**src/rtl/sat_pkg.sv**
```systemverilog
package sat_pkg;

    localparam int SAMPLE_W = 24;
    localparam int IDX_W    = 6;

    typedef enum logic {ST_IDLE, ST_RUN} sat_state_t;

    typedef struct packed {
        logic       ws_pol;
        logic       clk_pol;
        logic [2:0] sys_code;
        logic [2:0] dat_code;
    } sat_cfg_t;

    function automatic logic [5:0] sys_bits(input logic [2:0] code);
        case (code)
            3'd0:    return 6'd8;
            3'd1:    return 6'd16;
            3'd2:    return 6'd24;
            default: return 6'd32;
        endcase
    endfunction

    function automatic logic [4:0] dat_bits(input logic [2:0] code);
        case (code)
            3'd0:    return 5'd8;
            3'd1:    return 5'd16;
            3'd2:    return 5'd18;
            3'd3:    return 5'd20;
            3'd4:    return 5'd22;
            default: return 5'd24;
        endcase
    endfunction

    function automatic logic cfg_bad(input sat_cfg_t c);
        return (c.sys_code > 3'd3) || (c.dat_code > 3'd5);
    endfunction

endpackage

```
**src/rtl/sat_fifo.sv**
```systemverilog
module sat_fifo #(
    parameter int DEPTH = 8,
    parameter int W     = 24
) (
    input  logic         clk,
    input  logic         rst,
    input  logic         push,
    input  logic         pop,
    input  logic [W-1:0] din,
    output logic [W-1:0] dout,
    output logic         empty,
    output logic         full,
    output logic         drop
);
    localparam int PW = (DEPTH > 1) ? $clog2(DEPTH) : 1;
    localparam int CW = $clog2(DEPTH + 1);

    logic [W-1:0]  mem [DEPTH];
    logic [PW-1:0] wp, rp;
    logic [CW-1:0] cnt;
    logic          do_push, do_pop;

    function automatic logic [PW-1:0] step_ptr(input logic [PW-1:0] p);
        return (p == PW'(DEPTH - 1)) ? '0 : p + 1'b1;
    endfunction

    assign empty   = (cnt == '0);
    assign full    = (cnt == CW'(DEPTH));
    assign do_push = push && !full;
    assign do_pop  = pop && !empty;
    assign drop    = push && full;
    assign dout    = mem[rp];

    always_ff @(posedge clk) begin
        if (do_push) mem[wp] <= din;
    end

    always_ff @(posedge clk) begin
        if (rst) begin
            wp  <= '0;
            rp  <= '0;
            cnt <= '0;
        end else begin
            if (do_push) wp <= step_ptr(wp);
            if (do_pop)  rp <= step_ptr(rp);
            cnt <= cnt + CW'(do_push) - CW'(do_pop);
        end
    end

    AST_FULL_DROP: assert property (@(posedge clk) disable iff (rst)
        push && full && !pop |=> full);

endmodule

```
**src/rtl/sat_frame_ctrl.sv**
```systemverilog
module sat_frame_ctrl
    import sat_pkg::*;
#(
    parameter int CLK_DIV = 4
) (
    input  logic             clk,
    input  logic             rst,
    input  logic             tx_en,
    input  sat_cfg_t         cfg_in,
    output sat_cfg_t         cfg_q,
    output logic             running,
    output logic [IDX_W-1:0] bit_idx,
    output logic             frame_load,
    output logic             cfg_err,
    output logic             sck,
    output logic             ws
);
    localparam int DIV_W = (CLK_DIV > 2) ? $clog2(CLK_DIV) : 1;
    localparam int HALF  = CLK_DIV / 2;

    sat_state_t       state;
    logic [DIV_W-1:0] div_cnt;
    logic [5:0]       sysb;
    logic [6:0]       last_idx;
    logic             start, bit_end, last_bit;

    assign sysb       = sys_bits(cfg_q.sys_code);
    assign last_idx   = {sysb, 1'b0} - 7'd1;
    assign running    = (state == ST_RUN);
    assign cfg_err    = cfg_bad(cfg_q);
    assign start      = !running && tx_en && !cfg_err;
    assign bit_end    = running && (div_cnt == DIV_W'(CLK_DIV - 1));
    assign last_bit   = ({1'b0, bit_idx} == last_idx);
    assign frame_load = start || (bit_end && last_bit && tx_en);

    always_ff @(posedge clk) begin
        if (rst) begin
            state   <= ST_IDLE;
            cfg_q   <= '0;
            div_cnt <= '0;
            bit_idx <= '0;
        end else if (!running) begin
            if (start) begin
                state   <= ST_RUN;
                div_cnt <= '0;
                bit_idx <= '0;
            end else begin
                cfg_q <= cfg_in;
            end
        end else if (bit_end) begin
            div_cnt <= '0;
            if (last_bit) begin
                bit_idx <= '0;
                if (!tx_en) state <= ST_IDLE;
            end else begin
                bit_idx <= bit_idx + 1'b1;
            end
        end else begin
            div_cnt <= div_cnt + 1'b1;
        end
    end

    assign sck = (running ? (div_cnt >= DIV_W'(HALF)) : 1'b1) ^ cfg_q.clk_pol;
    assign ws  = (running ? (bit_idx >= sysb) : 1'b0) ^ cfg_q.ws_pol;

    AST_CFG_FROZEN: assert property (@(posedge clk) disable iff (rst)
        running && $past(running) |-> $stable(cfg_q));
    AST_BAD_CFG_IDLE: assert property (@(posedge clk) disable iff (rst)
        !running && cfg_err |=> !running);
    AST_WS_ON_BIT: assert property (@(posedge clk) disable iff (rst)
        running && $past(running) && !$past(bit_end) |-> $stable(ws));

endmodule

```
**src/rtl/sat_serializer.sv**
```systemverilog
module sat_serializer
    import sat_pkg::*;
(
    input  logic                clk,
    input  logic                rst,
    input  logic                running,
    input  logic                mute,
    input  logic                frame_load,
    input  logic [IDX_W-1:0]    bit_idx,
    input  sat_cfg_t            cfg_q,
    input  logic [SAMPLE_W-1:0] fifo_dout,
    input  logic                fifo_empty,
    output logic                pop,
    output logic                uf_evt,
    output logic                sd
);
    logic [SAMPLE_W-1:0] frame_word;
    logic [5:0]          sysb;
    logic [4:0]          datb;
    logic [4:0]          pos;

    assign sysb   = sys_bits(cfg_q.sys_code);
    assign datb   = dat_bits(cfg_q.dat_code);
    assign pop    = frame_load && !fifo_empty;
    assign uf_evt = frame_load && fifo_empty;

    always_ff @(posedge clk) begin
        if (rst)             frame_word <= '0;
        else if (frame_load) frame_word <= fifo_empty ? '0 : fifo_dout;
    end

    always_comb begin
        pos = datb - 5'd1 - bit_idx[4:0];
        sd  = 1'b0;
        if (running && !mute && (bit_idx < sysb) && (bit_idx < {1'b0, datb}))
            sd = frame_word[pos];
    end

    AST_UF_ZERO_WORD: assert property (@(posedge clk) disable iff (rst)
        uf_evt |=> frame_word == '0);

endmodule

```
**src/rtl/sat_tx.sv**
```systemverilog
module sat_tx
    import sat_pkg::*;
#(
    parameter int CLK_DIV    = 4,
    parameter int FIFO_DEPTH = 8
) (
    input  logic                clk,
    input  logic                rst,
    input  logic                tx_en,
    input  logic                cfg_ws_pol,
    input  logic                cfg_clk_pol,
    input  logic [2:0]          cfg_sys_len,
    input  logic [2:0]          cfg_data_len,
    input  logic                cfg_mute,
    input  logic                wr_valid,
    input  logic [SAMPLE_W-1:0] wr_data,
    input  logic                clr_underflow,
    input  logic                clr_overflow,
    input  logic                ie_underflow,
    input  logic                ie_overflow,
    input  logic                ie_idle,
    output logic                sck,
    output logic                ws,
    output logic                sd,
    output logic                idle,
    output logic                cfg_error,
    output logic                underflow_flag,
    output logic                overflow_flag,
    output logic                irq_underflow,
    output logic                irq_overflow,
    output logic                irq_idle
);
    sat_cfg_t            cfg_in, cfg_q;
    logic                running, frame_load, pop, uf_evt, of_evt;
    logic                fifo_empty, fifo_full;
    logic [IDX_W-1:0]    bit_idx;
    logic [SAMPLE_W-1:0] fifo_dout;

    assign cfg_in = '{ws_pol: cfg_ws_pol, clk_pol: cfg_clk_pol,
                      sys_code: cfg_sys_len, dat_code: cfg_data_len};

    sat_fifo #(.DEPTH(FIFO_DEPTH), .W(SAMPLE_W)) u_fifo (
        .clk(clk), .rst(rst), .push(wr_valid), .pop(pop), .din(wr_data),
        .dout(fifo_dout), .empty(fifo_empty), .full(fifo_full), .drop(of_evt)
    );

    sat_frame_ctrl #(.CLK_DIV(CLK_DIV)) u_ctrl (
        .clk(clk), .rst(rst), .tx_en(tx_en), .cfg_in(cfg_in), .cfg_q(cfg_q),
        .running(running), .bit_idx(bit_idx), .frame_load(frame_load),
        .cfg_err(cfg_error), .sck(sck), .ws(ws)
    );

    sat_serializer u_ser (
        .clk(clk), .rst(rst), .running(running), .mute(cfg_mute),
        .frame_load(frame_load), .bit_idx(bit_idx), .cfg_q(cfg_q),
        .fifo_dout(fifo_dout), .fifo_empty(fifo_empty),
        .pop(pop), .uf_evt(uf_evt), .sd(sd)
    );

    always_ff @(posedge clk) begin
        if (rst) begin
            underflow_flag <= 1'b0;
            overflow_flag  <= 1'b0;
        end else begin
            underflow_flag <= uf_evt || (underflow_flag && !clr_underflow);
            overflow_flag  <= of_evt || (overflow_flag && !clr_overflow);
        end
    end

    assign idle          = !running;
    assign irq_underflow = underflow_flag && ie_underflow;
    assign irq_overflow  = overflow_flag && ie_overflow;
    assign irq_idle      = idle && ie_idle;

    AST_UF_STICKY: assert property (@(posedge clk) disable iff (rst)
        $past(underflow_flag) && !$past(clr_underflow) |-> underflow_flag);
    AST_OF_STICKY: assert property (@(posedge clk) disable iff (rst)
        $past(overflow_flag) && !$past(clr_overflow) |-> overflow_flag);

endmodule

```
**config.mk**
```make
export PLATFORM = sky130hd
export DESIGN_NAME = sat_tx
export DESIGN_NICKNAME = d
export VERILOG_FILES = /design/src/rtl/sat_pkg.sv /design/src/rtl/sat_fifo.sv /design/src/rtl/sat_frame_ctrl.sv /design/src/rtl/sat_serializer.sv /design/src/rtl/sat_tx.sv
export SDC_FILE = /design/constraint.sdc
export NUM_CORES = 1
export LEC_CHECK = 0
export BUFFER_PORTS_ARGS = -buffer_cell sky130_fd_sc_hd__buf_2
export CORE_MARGIN = 8
export CORE_UTILIZATION = 64
export CTS_BUF_LIST = sky130_fd_sc_hd__clkbuf_16
export DETAILED_ROUTE_END_ITERATION = 7
export HOLD_SLACK_MARGIN = 0.03
export MAX_ROUTING_LAYER = met4
export PLACE_DENSITY = 0.83
export SLEW_MARGIN = 20
export SYNTH_ARGS = -nofsm -noshare
export SYNTH_HDL_FRONTEND = slang
export SYNTH_HIERARCHICAL = 1
export SYNTH_SLANG_ARGS = --single-unit
```
**constraint.sdc**
```tcl
create_clock -name clk -period 6.05 [get_ports clk]
set_clock_uncertainty 0.2 [all_clocks]
set_input_delay 0 -clock clk [delete_from_list [all_inputs] [get_ports clk]]
set_output_delay 0 -clock clk [all_outputs]
set_load 0.02 [all_outputs]
```
; ---- Word-level counts from Yosys, hierarchy flattened
; Memories as Yosys holds them, arrays and structs flattened. A register that Yosys moved wholly into a read port is not among the register bits.
; Index checks and enable logic that the tools add are counted.
[word_totals]
wordCells = 107
ram_bits = 192
mem_count = 1
register_bits = 53
[mem_list]
columns = name, words, word_bits, rd, rd_clocked_by_memory_dff, write_ports, line_no
row1 = u_fifo.mem, 8, 24, 1, 1, 1, sat_fifo.sv:18  ; logic [W-1:0] mem [DEPTH];
[op_classes]
bitwise_logic = 4
n_lt_le_gt_ge = 7
muxes = 26
n_eq_ne = 12
add_sub_neg = 9
n_reduce_logical = 35
[op_table]
columns = operator, n
row1 = $pmux 5 s5, 1
row2 = $mux 24, 1
row3 = $mux 6, 4
row4 = $logic_and 1x1->1, 18
row5 = $pmux 6 s3, 1
row6 = $mux 3, 4
row7 = $mux 1, 11
row8 = $eq 3x2->1 const B, 3
row9 = $eq 3x3->1 const B, 3
row10 = $eq 6x7->1, 1
row11 = $logic_not 1->1, 7
row12 = $sub 7x1->7 const B, 1
row13 = $add 3x1->3 const B, 2
row14 = $add 6x1->6 const B, 1
row15 = $eq 3x1->1 const B, 2
row16 = $ge 6x6->1, 1
row17 = $logic_not 3->1, 2
row18 = $lt 5x6->1 const B, 1
row19 = $lt 6x5->1, 1
row20 = $lt 6x6->1, 1
row21 = $mux 2, 3
row22 = $bmux 1 s5, 1
row23 = $sub 5x1->5 const B, 1
row24 = $sub 5x5->5, 1
row25 = 15 further kinds, 21

; ---- Longest topological paths before layout
[depth]
word_depth = 11
ltp_mapped = 19

; ---- Hierarchy
; Netlist, hierarchy kept.
[modules_own_cells]
columns = mod, area_per_inst_um2, cells_each, n_inst, seq_area_each_um2
row1 = sat_fifo, 8023.9, 358, 1, 6025.8
row2 = sat_serializer, 1408.9, 157, 1, 480.5
row3 = sat_frame_ctrl, 918.4, 104, 1, 340.3
row4 = sat_tx, 92.6, 12, 1, 40.0

; ---- Worst setup path after synthesis
; No wires, ideal clock.
[synth_path]
path_kind = reg-to-reg
from = register u_ctrl/cfg_q[5] (netlist name)
to = register u_fifo.cnt[2]
path_slack_ps = 2105
arrival_time_ps = 3617
path_stages_with_launch = 19
cell_sequence = dfxtp_1 > or2_2 > ha_1 > xnor2_1 > a211o_1 > nor3_1 > o21a_1 > nor2b_1 > clkbuf_1 > buf_2 > inv_1 > nor2_1 > ha_1 > inv_1 > ha_1 > inv_1 > fa_1 > xor2_1 > nor2_1
[synth_between]
elab_chain_len = 10
[synth_rtl]
columns = item, line_no
row1 = "$eq 3x2->1, or another cell as far along", sat_pkg.sv:16  ; case (code)
row2 = $pmux 6 s3, sat_pkg.sv:16
row3 = $sub 7x1->7, sat_frame_ctrl.sv:28  ; assign last_idx = {sysb, 1'b0} - 7'd1;
row4 = $eq 6x7->1, sat_frame_ctrl.sv:33  ; assign last_bit = ({1'b0, bit_idx} == last_idx);
row5 = $logic_and 1x1->1 (2 in a row), sat_frame_ctrl.sv:34  ; assign frame_load = start || (bit_end && last_bit && tx_en);
row6 = $logic_or 1x1->1 (*), sat_frame_ctrl.sv:34
row7 = named net frame_load, sat_tx.sv:34  ; logic running, frame_load, pop, uf_evt, of_evt;
row8 = $logic_and 1x1->1 (*), sat_serializer.sv:24  ; assign pop = frame_load && !fifo_empty;
row9 = named net pop, sat_tx.sv:34
row10 = $logic_and 1x1->1 (*), sat_fifo.sv:30  ; assign do_pop = pop && !empty;
row11 = $sub 4x1->4 (*), sat_fifo.sv:46  ; cnt <= cnt + CW'(do_push) - CW'(do_pop);
row12 = "end signal, assigned", sat_fifo.sv:46
row13 = "end, declared", sat_fifo.sv:20  ; logic [CW-1:0] cnt;
; Mark *: on every way through the listed nets, which the timed path passes. The rest lies on a longest branch.
; A chain may end at the register's enable or synchronous reset.

; ---- Worst setup path in the final report
[layout_path]
from = register u_ctrl/cfg_q[3] (netlist name)
to = register u_fifo.cnt[2]
[layout_between]
elab_chain_len = 10
[layout_rtl]
columns = item, line_no
row1 = "$eq 3x2->1, or another cell as far along", sat_pkg.sv:16
row2 = $pmux 6 s3, sat_pkg.sv:16
row3 = $sub 7x1->7, sat_frame_ctrl.sv:28
row4 = $eq 6x7->1, sat_frame_ctrl.sv:33
row5 = $logic_and 1x1->1 (2 in a row), sat_frame_ctrl.sv:34
row6 = $logic_or 1x1->1 (*), sat_frame_ctrl.sv:34
row7 = named net frame_load, sat_tx.sv:34
row8 = $logic_and 1x1->1 (*), sat_serializer.sv:24
row9 = named net pop, sat_tx.sv:34
row10 = $logic_and 1x1->1 (*), sat_fifo.sv:30
row11 = $sub 4x1->4 (*), sat_fifo.sv:46
; Marked as above.

==> run metrics <==
CP cell instances=xor2_1 > nand2b_1 > ha_1 > xnor2_1 > a211o_1 > nor3_1 > o21a_1 > nor2b_1 > inv_1 > nor2_1 > ha_1 > inv_1 > ha_1 > inv_1 > fa_1 > xor2_1 > nor2_1; Total GRT Usage=21.7%; die width=144 µm; worst hold slack=92.3 ps; port bufs=51; # resized after CTS=0; I/O pins=52; final wirelength=21,000 µm; Die Span Y=144 µm; layout cells sized above 1=22.7%; mapped cell area=10,400 µm²; Residual DRC=0; vias in the first global route=6,113; row count=46; Yosys top cell area share=55.2%; grt ovf=0; Critical Path AT=4590 ps; Vias/cell=5.98; Num CTS Buffers=25; Final Max Tran Viols=0; CP max-delay cell=o21a_1; placed cell count=881; Yosys warning total=6; Final Hold Viols=0; most frequent cells in the layout=edfxtp_1, dfxtp_1, buf_2, dlygate4sd3_1, nor2_1; Synth area leaders=edfxtp_1, dfxtp_1, mux4_2, mux4_1, ha_1; Psw=982 µW; RSZ-0062 raised after global routing=no; largest net degree at the start of global routing=53; first-pass GRT wire length=32,900 µm; most common cell after layout, fill and taps aside=edfxtp_1; Setup TNS=0 ps; Max Root-Sink Buffers=3; Hold Path Depth=2; antenna violations before repair=0; P&R area growth vs syn=17.0%; unique cell type count in the Yosys netlist=46; Final #Nets=812; CP max stage delay=770 ps; Routed Antenna Nets=0; Seq cells post-synth=248; Pint=3130 µW; CP Capture Type=register; drt wl/cell=21.5 µm; Critical Path Start Type=register; DIE AREA=20,700 µm²; TritonCTS clock tree=built; post-synthesis sequential area ratio=65.9%; Max transition margin=31.3%; Reg power frac=48.9%; initial core utilization=65.5%; Hold Path End=u_fifo/mem[4][19]; worst-case reg-to-reg path depth=17; Crit Path Category=reg -> reg; Max Fanout on Critical Path=27; final RePlAce weighted congestion=0.820; endpoints failing setup=0; part of the power in combinational logic=15.2%; Hold Path Class=in -> reg; Antenna Diode Count=0; end of the worst register-to-register path=u_fifo/cnt[2]; area leader, netlist=edfxtp_1; status=completed; Post-synth ARST share=0%; Post-Syn Instances=631; Clk pin slew, worst setup/hold paths=60 ps; Net Sw Frac=23.9%; crit share post-route=73.4%; placed inst area=10,900 µm²; DP HPWL=12,100 µm; Power Dens Cells=336 nW/µm²; Net Count, Synth=702; non-filler cells, final=975; Max-Cap Viols=0; initial drt markers=458; fin crit period=4440 ps; via count=5,826; Worst Path Required=6200 ps; leak pwr=0.00434 µW; synthesized area per cell=16.6 µm²; worst slew pin tran=1030 ps; Root Driver=clkbuf_16; Clock power frac=35.9%; Core Box Area=15,900 µm²; main flop type after synthesis=edfxtp_1; critical hold path startpoint=wr_data[19]; reg2reg setup slack=1610 ps; H-tree levels=1; clk_lat worst skew=510 ps; EDFF count, synth=192; First-pass DRT Iterations=5; Fmax=0.225 GHz; worst r2r src=u_ctrl/cfg_q[3]; peak supply drop=244 µV; clock sink count=248; final instance area=12,200 µm²
==> layout make-up <==
class	instances	area, µm²
clock buffer	25	626
clock inverter	20	168
fill	910	3730
inverter	26	97.6
multi-input combinational	331	3350
sequential	248	6890
tap	216	270
timing repair buffer	109	813
==> per-layer routing <==
metal / wire, µm / GRT usage (%) / up-vias
met5: 0 / - / -
met4: 682 / 8.58 / 0
met3: 1190 / 3.15 / 49
met2: 10600 / 36.7 / 210
met1: 8470 / 26.1 / 2924
li1: - / - / 2643
==> cells by family (layout without fill, tap and decap cells) <==
kind of cell	Yosys count	count (layout)	synth area share [%]
multiplexers	90	90	16.7
AO/OA/AOI/OAI	67	67	3.65
XOR/XNOR	14	14	1.17
AND/OR/NAND/NOR	131	131	6.45
flip-flops	248	248	65.9
buffers and inverters	52	180	2.48
adder cells (fa/ha/maj)	29	29	3.62
==> power groups by stage <==
stage | Clock [µW] | Sequential, µW | Combinational (µW)
after floorplan | 0 | 2020 | 435
after global placement | 0 | 2030 | 559
after detailed placement | 0 | 2040 | 585
after CTS | 1500 | 2010 | 626
after global routing | 1570 | 2020 | 673
final | 1480 | 2010 | 624
==> through the flow <==
stage	utilization, %	total power (µW)	worst slack, ps
after floorplan	-	2460	2110
after global placement	68.5	2590	1800
after detailed placement	68.5	2630	1660
after CTS	76.6	4130	1630
after global routing	76.6	4260	1270
final	76.6	4110	1610
==> registers in the layout, indices dropped and copies added, names as in the netlist, named ones only <==
signal	cells
overflow_flag	1
u_ctrl/bit_idx	6
u_ctrl/cfg_q	8
u_ctrl/div_cnt	2
u_ctrl/running	1
u_fifo/cnt	4
u_fifo/mem	192
u_fifo/rp	3
u_fifo/wp	3
u_ser/frame_word	24
underflow_flag	1
==> cell usage after synthesis, types with 3 or more instances <==
library cell,number
nor2b_1,28
nand2b_1,8
mux2i_1,11
nor4_1,4
mux4_2,37
nor3_1,12
nand3_1,9
inv_1,25
nand2_1,7
mux2_4,19
buf_2,13
a21oi_1,44
clkbuf_1,9
edfxtp_1,192
and2_1,3
xor2_1,5
mux4_1,17
ha_1,27
xnor2_1,9
mux2_2,6
nor2_1,47
dfxtp_1,56
o21ai_0,10
==> critical path: cells and delay by family, from the launching register on <==
kind / cells / cell delay (ps)
flip-flops: 1 / 500
buffers and inverters: 3 / 210
AND/OR/NAND/NOR: 5 / 840
AO/OA/AOI/OAI: 2 / 1030
XOR/XNOR: 3 / 460
adder cells (fa/ha/maj): 4 / 1040
==> timing repair <==
item | in CTS | in global routing
hold endpoints to repair | 245 | 0
buffers inserted | 0 | 0
hold buffers | 49 | 0
==> how the worst max path moves through the flow <==
stage	startpoint	endpoint	slack, ps	depth (start not counted)
finish	u_ctrl/cfg_q[3]	u_fifo/cnt[2]	1610	17
global route	u_ctrl/cfg_q[3]	u_fifo/cnt[2]	1270	17
detailed placement	u_ctrl/cfg_q[3]	u_fifo/cnt[2]	1660	17
CTS	u_ctrl/cfg_q[3]	u_fifo/cnt[2]	1630	17
global placement	u_ctrl/cfg_q[3]	u_fifo/cnt[2]	1800	17
floorplan	u_ctrl/cfg_q[5]	u_fifo/cnt[2]	2110	18
Note: power is estimated with default switching activity, not from simulation.
